`config.mk`:
```
export PLATFORM = sky130hd
export DESIGN_NAME = drc_gain_calc
export DESIGN_NICKNAME = d
export VERILOG_FILES = /design/src/rtl/drcg_pkg.sv /design/src/rtl/drcg_peak_tracker.sv /design/src/rtl/drcg_level_to_db.sv /design/src/rtl/drcg_curve_gain.sv /design/src/rtl/drc_gain_calc.sv
export SDC_FILE = /design/constraint.sdc
export NUM_CORES = 1
export LEC_CHECK = 0
export BUFFER_PORTS_ARGS = -buffer_cell sky130_fd_sc_hd__buf_2
export CORE_MARGIN = 1.5
export CORE_UTILIZATION = 56
export DETAILED_ROUTE_END_ITERATION = 8
export GPL_TIMING_DRIVEN = 0
export MAX_ROUTING_LAYER = met4
export PLACE_DENSITY_LB_ADDON = 0.25
export SYNTH_ARGS = -nofsm -noshare
export SYNTH_HDL_FRONTEND = slang
export SYNTH_SLANG_ARGS = --single-unit
```
`constraint.sdc`:
```
create_clock -name clk -period 23.8 [get_ports clk]
set_clock_uncertainty 0.1 [all_clocks]
set_input_delay 3.57 -clock clk [delete_from_list [all_inputs] [get_ports clk]]
set_output_delay 3.57 -clock clk [all_outputs]
set_load 0.02 [all_outputs]
```
`src/rtl/drcg_pkg.sv`:
```
`timescale 1ns/1ps
package drcg_pkg;

    // Fixed-point dB word: signed, DB_FRAC fraction bits
    localparam int DB_W     = 12;
    localparam int DB_FRAC  = 4;
    localparam int DB_MIN_Q = -96 * (1 << DB_FRAC);

    typedef logic signed [DB_W-1:0] db_t;

    typedef enum logic [2:0] {
        MODE_C6    = 3'b000,
        MODE_C5    = 3'b001,
        MODE_C4    = 3'b010,
        MODE_OFF_A = 3'b011,
        MODE_C3    = 3'b100,
        MODE_C2    = 3'b101,
        MODE_C1    = 3'b110,
        MODE_OFF_B = 3'b111
    } mode_code_e;

    // gain = clamp(knee_c - level/2, floor_q, boost)
    typedef struct packed {
        db_t boost;
        db_t knee_c;
        db_t floor_q;
    } curve_cfg_t;

    function automatic db_t dbq(input int whole_db);
        return db_t'(whole_db * (1 << DB_FRAC));
    endfunction

    function automatic curve_cfg_t make_cfg(input int b, input int c, input int f);
        curve_cfg_t r;
        r.boost   = dbq(b);
        r.knee_c  = dbq(c);
        r.floor_q = dbq(f);
        return r;
    endfunction

    function automatic curve_cfg_t curve_lookup(input mode_code_e code, input int cut_db);
        curve_cfg_t r;
        case (code)
            MODE_C1: r = make_cfg(20, -10, -10);
            MODE_C2: r = make_cfg(15, -4, -4);
            MODE_C3: r = make_cfg(18 - cut_db, -9 - cut_db, -cut_db);
            MODE_C4: r = make_cfg(15, -5, -5);
            MODE_C5: r = make_cfg(15, -5, 0);
            MODE_C6: r = make_cfg(18, -9, 0);
            default: r = make_cfg(0, 0, 0);
        endcase
        return r;
    endfunction

endpackage

```
`src/rtl/drcg_peak_tracker.sv`:
```
`timescale 1ns/1ps
module drcg_peak_tracker #(
    parameter int SAMPLE_W    = 16,
    parameter int NUM_CH      = 2,
    parameter int DECAY_SHIFT = 13,
    localparam int CH_W       = (NUM_CH > 1) ? $clog2(NUM_CH) : 1,
    localparam int HOLD_W     = SAMPLE_W + DECAY_SHIFT
) (
    input  logic                       clk,
    input  logic                       rst,
    input  logic                       in_valid,
    input  logic [CH_W-1:0]            in_chan,
    input  logic signed [SAMPLE_W-1:0] in_sample,
    output logic                       out_valid,
    output logic [CH_W-1:0]            out_chan,
    output logic [SAMPLE_W-1:0]        out_mag
);

    logic [SAMPLE_W-1:0] mag;
    logic [HOLD_W-1:0]   held_q [NUM_CH];
    logic [HOLD_W-1:0]   cur_hold;
    logic [HOLD_W-1:0]   decayed;
    logic [HOLD_W-1:0]   fresh;
    logic [HOLD_W-1:0]   next_hold;

    always_comb begin
        mag       = in_sample[SAMPLE_W-1] ? SAMPLE_W'(~in_sample + 1'b1) : SAMPLE_W'(in_sample);
        cur_hold  = held_q[in_chan];
        decayed   = cur_hold - (cur_hold >> DECAY_SHIFT);
        fresh     = {mag, {DECAY_SHIFT{1'b0}}};
        next_hold = (fresh > decayed) ? fresh : decayed;
    end

    for (genvar c = 0; c < NUM_CH; c++) begin : g_chan
        always_ff @(posedge clk) begin
            if (rst)
                held_q[c] <= '0;
            else if (in_valid && in_chan == CH_W'(c))
                held_q[c] <= next_hold;
        end

        assert_hold_isolated_R4: assert property (@(posedge clk) disable iff (rst)
            (in_valid && in_chan != CH_W'(c)) |=> $stable(held_q[c]));
    end

    always_ff @(posedge clk) begin
        if (rst) begin
            out_valid <= 1'b0;
            out_chan  <= '0;
            out_mag   <= '0;
        end else begin
            out_valid <= in_valid;
            if (in_valid) begin
                out_chan <= in_chan;
                out_mag  <= next_hold[HOLD_W-1 -: SAMPLE_W];
            end
        end
    end

    assert_peak_covers_R2: assert property (@(posedge clk) disable iff (rst)
        in_valid |=> (out_mag >= $past(mag)));

endmodule

```
`src/rtl/drcg_level_to_db.sv`:
```
`timescale 1ns/1ps
module drcg_level_to_db
    import drcg_pkg::*;
#(
    parameter int MAG_W       = 16,
    parameter int LOG_FRAC    = 8,
    parameter int DB_SCALE_Q8 = 1541,
    localparam int SHIFT      = LOG_FRAC + 8 - DB_FRAC
) (
    input  logic [MAG_W-1:0] mag,
    output db_t              level
);

    int         lead_pos;
    logic       any_one;
    logic [MAG_W-1:0] norm;
    int         frac_val;
    int         log_q;
    int         scaled;

    always_comb begin
        lead_pos = 0;
        any_one  = 1'b0;
        for (int i = 0; i < MAG_W; i++) begin
            if (mag[i]) begin
                lead_pos = i;
                any_one  = 1'b1;
            end
        end
        norm     = mag << (MAG_W - 1 - lead_pos);
        frac_val = (int'(norm) - (1 << (MAG_W - 1))) >>> (MAG_W - 1 - LOG_FRAC);
        log_q    = (lead_pos - (MAG_W - 1)) * (1 << LOG_FRAC) + frac_val;
        scaled   = (log_q * DB_SCALE_Q8) >>> SHIFT;
        if (!any_one || scaled < DB_MIN_Q)
            level = db_t'(DB_MIN_Q);
        else
            level = db_t'(scaled);
    end

endmodule

```
`src/rtl/drcg_curve_gain.sv`:
```
`timescale 1ns/1ps
module drcg_curve_gain
    import drcg_pkg::*;
#(
    parameter int CURVE3_CUT_DB = 18
) (
    input  mode_code_e mode,
    input  db_t        level,
    output db_t        gain
);

    localparam int WIDE = DB_W + 2;

    curve_cfg_t              cfg;
    logic signed [WIDE-1:0]  raw;
    logic signed [WIDE-1:0]  hi;
    logic signed [WIDE-1:0]  lo;

    always_comb begin
        cfg = curve_lookup(mode, CURVE3_CUT_DB);
        raw = WIDE'(cfg.knee_c) - WIDE'(level >>> 1);
        hi  = WIDE'(cfg.boost);
        lo  = WIDE'(cfg.floor_q);
        if (raw > hi)
            gain = cfg.boost;
        else if (raw < lo)
            gain = cfg.floor_q;
        else
            gain = db_t'(raw);
    end

endmodule

```
`src/rtl/drc_gain_calc.sv`:
```
`timescale 1ns/1ps
module drc_gain_calc
    import drcg_pkg::*;
#(
    parameter int SAMPLE_W      = 16,
    parameter int NUM_CH        = 2,
    parameter int DECAY_SHIFT   = 13,
    parameter int LOG_FRAC      = 8,
    parameter int CURVE3_CUT_DB = 18,
    localparam int CH_W         = (NUM_CH > 1) ? $clog2(NUM_CH) : 1
) (
    input  logic                       clk,
    input  logic                       rst,
    input  logic                       smp_valid,
    input  logic [CH_W-1:0]            smp_chan,
    input  logic signed [SAMPLE_W-1:0] smp_data,
    input  logic [2:0]                 curve_code,
    output logic                       gain_valid,
    output logic [CH_W-1:0]            gain_chan,
    output logic signed [DB_W-1:0]     gain_db,
    output logic signed [DB_W-1:0]     level_db
);

    localparam int GAIN_HI = 20 * (1 << DB_FRAC);
    localparam int GAIN_LO = (CURVE3_CUT_DB > 10) ? -CURVE3_CUT_DB * (1 << DB_FRAC)
                                                  : -10 * (1 << DB_FRAC);

    logic                pk_valid;
    logic [CH_W-1:0]     pk_chan;
    logic [SAMPLE_W-1:0] pk_mag;
    db_t                 lvl_now;
    db_t                 gain_now;

    drcg_peak_tracker #(
        .SAMPLE_W    (SAMPLE_W),
        .NUM_CH      (NUM_CH),
        .DECAY_SHIFT (DECAY_SHIFT)
    ) u_peak (
        .clk       (clk),
        .rst       (rst),
        .in_valid  (smp_valid),
        .in_chan   (smp_chan),
        .in_sample (smp_data),
        .out_valid (pk_valid),
        .out_chan  (pk_chan),
        .out_mag   (pk_mag)
    );

    drcg_level_to_db #(
        .MAG_W    (SAMPLE_W),
        .LOG_FRAC (LOG_FRAC)
    ) u_log (
        .mag   (pk_mag),
        .level (lvl_now)
    );

    drcg_curve_gain #(
        .CURVE3_CUT_DB (CURVE3_CUT_DB)
    ) u_curve (
        .mode  (mode_code_e'(curve_code)),
        .level (lvl_now),
        .gain  (gain_now)
    );

    always_ff @(posedge clk) begin
        if (rst) begin
            gain_valid <= 1'b0;
            gain_chan  <= '0;
            gain_db    <= '0;
            level_db   <= '0;
        end else begin
            gain_valid <= pk_valid;
            if (pk_valid) begin
                gain_chan <= pk_chan;
                gain_db   <= gain_now;
                level_db  <= lvl_now;
            end
        end
    end

    assert_result_latency_R10: assert property (@(posedge clk) disable iff (rst)
        gain_valid |-> ($past(smp_valid, 2) && gain_chan == $past(smp_chan, 2)));

    assert_bypass_zero_R9: assert property (@(posedge clk) disable iff (rst)
        (gain_valid && ($past(curve_code) == 3'b011 || $past(curve_code) == 3'b111))
        |-> (gain_db == '0));

    assert_level_range_R5: assert property (@(posedge clk) disable iff (rst)
        gain_valid |-> (level_db >= db_t'(DB_MIN_Q) && level_db <= db_t'(0)));

    assert_gain_span_R6: assert property (@(posedge clk) disable iff (rst)
        gain_valid |-> (gain_db <= db_t'(GAIN_HI) && gain_db >= db_t'(GAIN_LO)));

endmodule

```
* Word level (Yosys, flattened, before mapping)
Memory sizes are Yosys's and may differ from the RTL's.
Index checks and enable logic that the tools add are counted.
** Word-level totals
- Register bits :: 44
- Memory bits (writable) :: 58
- Input bits :: 23
- Output and inout port bits :: 26
- Logic and storage cells :: 82
- Memories :: 1
** Operators by class
- Add/sub/neg operators :: 7
- Multiply operators :: 1
- Magnitude comparators :: 4
- Equality and inequality tests :: 5
- Shifts and indexed selects :: 1
- Muxes and demuxes :: 47
- Bitwise logic cells :: 4
- Reductions and logical operators :: 5
** Memories
- u_peak.held_q :: words 2, bits a word 29, rd ports 1, clocked after memory_dff 0, write ports 2, RTL line drcg_peak_tracker.sv:20 : logic [HOLD_W-1:0] held_q [NUM_CH];
** Operators by type and width (number)
- $mux W32 :: 14
- $pmux W33 S6 :: 1
- $mux W29 :: 3
- $mux W12 :: 3
- $add A32 B10 Y32 :: 1
- $mul A32 B12 Y32 const B :: 1
- $shl A16 B32 Y16 :: 1
- $sub A5 B32 Y32 const A :: 1
- $gt A29 B29 Y1 :: 1
- $sub A29 B16 Y29 :: 1
- $mux W1 :: 25
- $sub A24 B5 Y24 const B :: 1
- $lt A20 B12 Y1 const B :: 1
- $sub A16 B16 Y17 const B :: 1
- $add A16 B1 Y16 const B :: 1
- $mux W16 :: 1
- $not A16 Y16 :: 1
- $gt A13 B10 Y1 :: 1
- $lt A13 B12 Y1 :: 1
- $sub A12 B11 Y13 :: 1
- $eq A3 B3 Y1 const B :: 3
- $eq A3 B1 Y1 const B :: 1
- $eq A3 B2 Y1 const B :: 1
- $logic_not A3 Y1 :: 1
- 5 further kinds :: 7

* Longest topological paths before layout
Gate-level depths: netlist of run 1.
- Depth after elaboration :: 27
- Gate-level depth with buffers :: 59
- Mapped depth without buffers :: 53

* By module
From an unflattened synthesis of run 1, not the netlist that was laid out.
** Unflattened totals
- Cell total of the unflattened synthesis :: 1555
- Area total of the unflattened synthesis :: 13302.8 µm²
** Modules (own cells, without submodules)
- drcg_level_to_db :: times used 1, cells an instance 752, area an instance 5878.1 µm², seq. area each 0.0 µm²
- drcg_peak_tracker :: times used 1, cells an instance 546, area an instance 5305.1 µm², seq. area each 2102.0 µm²
- drcg_curve_gain :: times used 1, cells an instance 174, area an instance 1182.4 µm², seq. area each 0.0 µm²
- drc_gain_calc :: times used 1, cells an instance 83, area an instance 937.1 µm², seq. area each 520.5 µm²

* Least setup slack after synthesis of run 1
No wires, ideal clock.
- Path kind :: register to register
- Start point :: register u_peak.out_mag[9]
- End point :: register gain_db[7]
- Library setup time :: 0.118 ns
- Data arrival time :: 11.863 ns
- Data required time :: 23.582 ns
- Setup slack :: 11.719 ns
- Cell stages (with the launch flop) :: 53
- Buffers on the path :: 5
- Period minus slack after synthesis :: 12.081 ns
- Cell sequence :: dfxtp_1 > buf_2 > or3_1 > o211a_2 > nor2_1 > inv_1 > clkbuf_1 > ha_1 > ha_1 > a21o_1 > a21oi_1 > nand2b_1 > nand2b_1 > o311ai_0 > a31o_2 > ha_1 > ha_1 > ha_1 > (+17 left out) > buf_1 > nand2_1 > ha_1 > or4_1 > a311oi_1 > a21oi_1 > xnor2_1 > inv_1 > ha_1 > a211oi_1 > nand3_1 > o31ai_1 > a21oi_1 > nand2_1 > a211o_1 > o21a_4 > mux2_4 > o221a_4
** On the way
- Longest elaborated chain between the ends :: 19
- Elaborated cells between the ends (all ways) :: 29
- Those cells by class :: add/sub (5); mul (1); order compare (3); shift (1); mux (17); reduce/logical (2)
** RTL lines
- start, declared :: RTL line drcg_peak_tracker.sv:16 : output logic [SAMPLE_W-1:0] out_mag
- start signal, assigned :: RTL line drcg_peak_tracker.sv:55 : out_mag <= next_hold[HOLD_W-1 -: SAMPLE_W];
- $mux W32 (7 in a row) :: RTL line drcg_level_to_db.sv:25 : if (mag[i]) begin
- $sub A5 B32 Y32 :: RTL line drcg_level_to_db.sv:30 : norm = mag << (MAG_W - 1 - lead_pos);
- $shl A16 B32 Y16 :: RTL line drcg_level_to_db.sv:30
- $sub A16 B16 Y17 :: RTL line drcg_level_to_db.sv:31 : frac_val = (int'(norm) - (1 << (MAG_W - 1))) >>> (MAG_W - 1 - LOG_FRAC);
- $add A32 B10 Y32 :: RTL line drcg_level_to_db.sv:32 : log_q = (lead_pos - (MAG_W - 1)) * (1 << LOG_FRAC) + frac_val;
- $mul A32 B12 Y32 :: RTL line drcg_level_to_db.sv:33 : scaled = (log_q * DB_SCALE_Q8) >>> SHIFT;
- $lt A20 B12 Y1 :: RTL line drcg_level_to_db.sv:34 : if (!any_one || scaled < DB_MIN_Q)
- $logic_or A1 B1 Y1 :: RTL line drcg_level_to_db.sv:34
- $mux W12 (*) :: RTL line drcg_level_to_db.sv:34
- $sub A12 B11 Y13 (*) :: RTL line drcg_curve_gain.sv:21 : raw = WIDE'(cfg.knee_c) - WIDE'(level >>> 1);
- $lt A13 B12 Y1 :: RTL line drcg_curve_gain.sv:26 : else if (raw < lo)
- $mux W12 :: RTL line drcg_curve_gain.sv:26
- $mux W12 (*) :: RTL line drcg_curve_gain.sv:24 : if (raw > hi)
- end signal, assigned :: RTL line drc_gain_calc.sv:75 : gain_db <= gain_now;
- end, declared :: RTL line drc_gain_calc.sv:20 : output logic signed [DB_W-1:0] gain_db,
Mark *: on every way between the ends. The rest lies on a longest branch, timed or not.
A chain may end at the register's enable or synchronous reset.

* Worst setup path in the final report of run 1
Same ends and word-level chain as after synthesis.

==> metrics.csv, run 1 <==
metric;value;unit
grt total ovfl;0;
clock sinks;102;
Worst Hold End;gain_db[3];
Final Hold Vio Count;0;
achievable frequency;69.8;MHz
Final Max Slew Viols;0;
reg2reg path depth;52;
vias in the first global route;11200;
slew margin rel.;7.44;%
hold depth;2;
Reg-to-Reg End;gain_db[7];
worst setup path category;register to register;
unrepaired setup endpoints after global routing;false;
number of synthesized flops with an enable pin;58;
die height;156;um
max-cap viol count;0;
Row Count;55;
final worst slack;9470;ps
fin crit share;60.2;%
Worst path slowest cell;o311ai_0;
antenna violations before repair;1;
number of DRC markers in iteration 0;973;
final setup fails;0;
Layout Area Growth over Synthesis;6.94;%
hold_buf cts;0;
sequential area share after synthesis;20.0;%
total CTS buffers;9;
Bufs on Longest Clock Path;2;
# port buffers;45;
mean post-synth cell area;8.34;sq um
slowest cell delay on critical path;660;ps
Post-Syn Nets;1849;
Worst-Skew Late Latency;350;ps
Post CTS Setup Buffer Count;0;
Vias;11700;
Worst-Margin Slew;1390;ps
cts repair resizes;0;
synthesized flop and latch total;102;
die area;24300;sq um
Cell Area, Synth;13100;sq um
WL per Instance;17.6;um
post-synth cell types;92;
CP endpoint kind;register;
CTS tree;yes;
vias per cell;6.01;
Hold Path Class;register to register;
fill count;2018;
type of origin of the critical path;register;
HP Start;gain_db[3];
CTS H-tree lvls;3;
Reg2Reg Setup Slack;9470;ps
DRT Pass-1 Iters;8;
antenna viol nets, final;0;
Cells after Synth;1571;
Synth Flop Type;edfxtp_1;
reg-to-reg startpoint;u_peak.out_mag[9];
Initial Utilization;57.5;%
Die W;156;um
Ys Warns;0;
cell mode on critical path;ha_1;
Worst-path clk slew;70;ps
Worst EP required;23950;ps
largest net degree at the start of global routing;31;
fin crit period;14330;ps
Root Driver;clkbuf_16;
Routed WL;34.3;mm
crit path DAT;14480;ps
Fin Setup TNS;0;ps
routability cong.;0.967;
critical path peak fanout;10;
DRC Markers;0;
pre-CTS WS;9740;ps
first-pass GRT wire length;56.1;mm
Post-synth ARST share;0;%
status;finished, final reports clean;
nets;1905;
Ports;49;
GRT Total Usage;29.6;%
layout cell share with drive strength beyond 1;8.64;%
Post-DP HPWL;28.2;mm
Core Area;22800;sq um
placed cells by master, fill, tap and decap left out, types with 17 or more instances in the layout:
master	netlist	layout
ha_1	214	214
inv_1	161	161
nor2_1	153	153
nand2_1	133	133
a21oi_1	115	115
o21ai_0	70	70
edfxtp_1	58	58
buf_2	5	50
xnor2_1	45	45
dfxtp_1	44	44
nand3_1	41	41
fa_1	41	41
clkbuf_1	39	39
mux2i_1	36	36
a211oi_1	29	29
nand2b_1	27	27
a21o_1	24	24
o21a_1	22	22
nand4_1	21	21
nor3_1	18	18
nor2b_1	17	17
cells by family (layout without fill, tap and decap cells):
family	after synthesis	after routing	synth area share [%]
and+or+nand+nor	491	491	18.1
muxes	54	54	4.36
DFF	102	102	20.0
xor gates and xnor gates	60	60	4.07
AOI/OAI and AO/OA	391	391	20.2
adders and majority gates	255	255	26.7
other	0	1	0
buffers and inverters	218	279	6.47
sequential cells by signal, summed over array words and instances, names as in the netlist:
name              count
gain_chan             1
u_peak.out_mag       16
gain_valid            1
u_peak.out_valid      1
u_peak.out_chan       1
level_db             12
gain_db              12
u_peak.held_q        58
routing by layer:
| metal | up-vias | share of wire [%] | GRT usage [%] | routed length (um) |
|---|---|---|---|---|
| met3 | 33 | 6.0 | 3.33 | 2070 |
| li1 | 5758 | - | - | - |
| met1 | 5578 | 47 | 40.6 | 16200 |
| met2 | 332 | 46 | 47.1 | 15600 |
| met5 | - | 0 | - | 0 |
| met4 | 0 | 1.1 | 5.90 | 388 |
critical path, delay by kind of cell, from the launching register on:
family	cells	cell delay (ps)
flops	1	300
fa+ha+maj	10	3470
mux	1	320
buf+inv	9	2020
xor+xnor	1	320
compound gates	19	4860
simple gates	12	2770
how the worst max path moves through the flow:
| stage | to | cells after the start | startpoint | slack, ps |
|---|---|---|---|---|
| finish | gain_db[7] | 52 | u_peak.out_mag[9] | 9470 |
| global route | gain_db[7] | 53 | u_peak.out_mag[15] | 8470 |
| CTS | gain_db[7] | 48 | u_peak.out_mag[9] | 9680 |
| detailed placement | gain_db[7] | 48 | u_peak.out_mag[9] | 9740 |
| global placement | gain_db[7] | 52 | u_peak.out_mag[9] | 9910 |
| floorplan | gain_db[7] | 52 | u_peak.out_mag[9] | 11720 |
stage by stage:
step	cells	area, sq um	util [%]	hold WS, ps
after floorplan	1571	13100	-	340
after detailed placement	1929	13700	60.2	341
after CTS	1945	14000	61.5	355
after global placement	1929	13700	60.2	336
after global routing	1946	14000	61.5	375
final	1946	14000	61.5	352
cells in the mapped netlist, drive strengths merged, types with 36 or more instances:
cell type | instances | area share, %
a21oi | 117 | 4.5
clkbuf | 39 | 1.1
dfxtp | 44 | 6.7
edfxtp | 58 | 13
fa | 41 | 6.3
ha | 214 | 20
inv | 164 | 4.7
mux2i | 36 | 2.8
nand2 | 133 | 3.8
nand3 | 41 | 1.6
nor2 | 156 | 4.6
o21ai | 81 | 3.2
xnor2 | 45 | 3.0
cell type report:
type | count | area (sq um) | share of cell area (%)
diodes | 1 | 2.50 | 0.0179
plain buffers | 54 | 231 | 1.65
clock buffers | 10 | 239 | 1.71
clock inverters | 6 | 50.0 | 0.357
inverters | 164 | 616 | 4.40
multi-input cells | 1251 | 9630 | 68.7
flip-flops and latches | 102 | 2620 | 18.7
well taps | 313 | 392 | 2.80
repair buffers | 45 | 225 | 1.61
Power of run 1 is left out: the tool's default activity adds up to more than one toggle a clock period on the data nets, which glitch-free logic cannot reach.
==> run 2: changes to the inputs <==
clock period = 13.2 ns   (was 23.8 ns; I/O delays follow)
==> run 2 against run 1 <==
Clock-buffer cell count is the same. Cell count increased by 0.10%. Maximum frequency grew 13%. Utilization up 0.87 points.
==> metrics.csv, run 2 (synthesis gave the netlist of run 1 again) <==
metric;value;unit;change
antenna viol nets, final;0;;unchanged
leading cell type in the layout, fill and taps excluded;ha_1;;unchanged
Core Area;22800;sq um;unchanged
Crit path max-delay family;compound AO/OA/AOI/OAI gates;;unchanged
Setup crit start;u_peak.out_mag[9];;unchanged
die area;24300;sq um;unchanged
Row Count;55;;unchanged
hold_buf cts;0;;unchanged
Worst path slowest cell;or4_1;;was o311ai_0
Initial Utilization;57.5;%;unchanged
Reg-to-Reg End;gain_db[7];;unchanged
GRT Total Usage;29.6;%;about the same
largest net degree at the start of global routing;31;;unchanged
worst setup path category;register to register;;unchanged
grt total ovfl;0;;unchanged
clock sinks;102;;unchanged
Worst-Skew Late Latency;350;ps;about the same
dpl cells;1929;;unchanged
final cell count without fillers;1948;;was 1946
crit path DAT;12840;ps;was 14480 ps
Die W;156;um;unchanged
DRT Pass-1 Iters;6;;was 8
Reg2Reg Setup Slack;510;ps;was 9470 ps
reg2reg path depth;52;;unchanged
final setup fails;0;;unchanged
WL per Instance;17.8;um;was 17.6 um
Worst-Margin Slew;1390;ps;about the same
slew margin rel.;7.14;%;was 7.44%
layout cell share with drive strength beyond 1;10.8;%;was 8.64%
Bufs on Longest Clock Path;2;;unchanged
fin crit share;96.1;%;was 60.2%
unrepaired setup endpoints after global routing;true;;was false
Worst EP required;13350;ps;was 23950 ps
Routed WL;34.8;mm;was 34.3 mm
Most flops, register;u_peak.held_q;;unchanged
Final Max Slew Viols;0;;unchanged
first-pass GRT wire length;56.1;mm;about the same
achievable frequency;78.8;MHz;was 69.8 MHz
DP Area;13700;sq um;unchanged
type of origin of the critical path;register;;unchanged
HP Start;gain_db[3];;unchanged
commonest cells after routing, fill and taps aside;ha_1, inv_1, nor2_1;;unchanged
CTS H-tree lvls;3;;unchanged
CP endpoint kind;register;;unchanged
die height;156;um;unchanged
critical path peak fanout;10;;unchanged
final core utilization;62.4;%;was 61.5%
total CTS buffers;9;;unchanged
Seq. cell area;2620;sq um;unchanged
max reg flops;58;;unchanged
hold slack;352;ps;about the same
# port buffers;45;;unchanged
Critical path destination;gain_db[7];;unchanged
fin crit period;12690;ps;was 14330 ps
WP buf/inv;7;;was 9
vias in the first global route;11200;;about the same
Layout Area Growth over Synthesis;8.46;%;was 6.94%
slowest cell delay on critical path;620;ps;was 660 ps
reg-to-reg startpoint;u_peak.out_mag[9];;unchanged
cell mode on critical path;ha_1;;unchanged
Ports;49;;unchanged
max-cap viol count;0;;unchanged
Root Driver;clkbuf_16;;unchanged
routability cong.;0.967;;unchanged
Multi-input gate area;9770;sq um;was 9630 sq um
Final Hold Vio Count;0;;unchanged
Finished Cell Area;14200;sq um;was 14000 sq um
Worst-path clk slew;70;ps;about the same
DRC Markers;0;;unchanged
antenna violations before repair;1;;unchanged
Hold Path Class;register to register;;unchanged
CTS tree;yes;;unchanged
nets;1907;;was 1905
Post-DP HPWL;28.2;mm;unchanged
fill count;2003;;was 2018
number of DRC markers in iteration 0;1003;;was 973
Worst path depth;52;;unchanged
Largest regs;u_peak.held_q x58, u_peak.out_mag x16;;unchanged
status;finished, final reports clean;;unchanged
Vias;11800;;was 11700
vias per cell;6.08;;was 6.01
==> run 2: stage by stage <==
stage          setup WS [ps]  setup TNS [ps]
6_report                 514               0
5_1_grt                 -188            -522
4_1_cts                 21.8               0
3_5_place_dp            -858           -7630
3_3_place_gp            -691           -5220
2_1_floorplan           1120               0
==> run 2: timing repair <==
action,4_1_cts,5_1_grt
pin swaps,0,1
setup endpoints to repair,12,12
setup buffers,1,7
gates resized for setup,9,35
hold endpoints to repair,0,0
==> run 2: cell type report <==
class | instances | area share [%]
Timing Repair Buffer | 53 | 2.01
Clock buffer | 10 | 1.68
Buffer | 48 | 1.53
Inverter | 164 | 4.36
Antenna cell | 1 | 0.0176
Tap cell | 313 | 2.76
Sequential cell | 102 | 18.5
Multi-Input combinational cell | 1251 | 68.8
Clock inverter | 6 | 0.352
==> run 2: metal layers <==
metal  GRT usage (%)  part of all wire [%]
met2            47.3                    46
met5               -                     0
met4            5.90                   1.2
met1            40.6                    47
met3            3.33                   5.9
==> run 2: worst reg2reg max path, delay by kind of cell (launching register included) <==
family	cells	cell delay, ps
AND/OR/NAND/NOR	15	3060
flip-flops	1	300
multiplexers	1	320
adder cells (fa/ha/maj)	10	3600
buffers and inverters	7	980
AO/OA/AOI/OAI	17	3840
XOR/XNOR	2	390
==> run 2: worst min-delay path by stage <==
stage	end	slack (ps)	cells past startpoint
after floorplan	u_peak.out_chan	340	2
after global placement	gain_db[11]	340	2
after detailed placement	gain_db[0]	340	2
after CTS	gain_db[3]	350	2
after global routing	gain_db[2]	370	2
final	gain_db[3]	350	2
Power of run 2 is left out for the same reason.
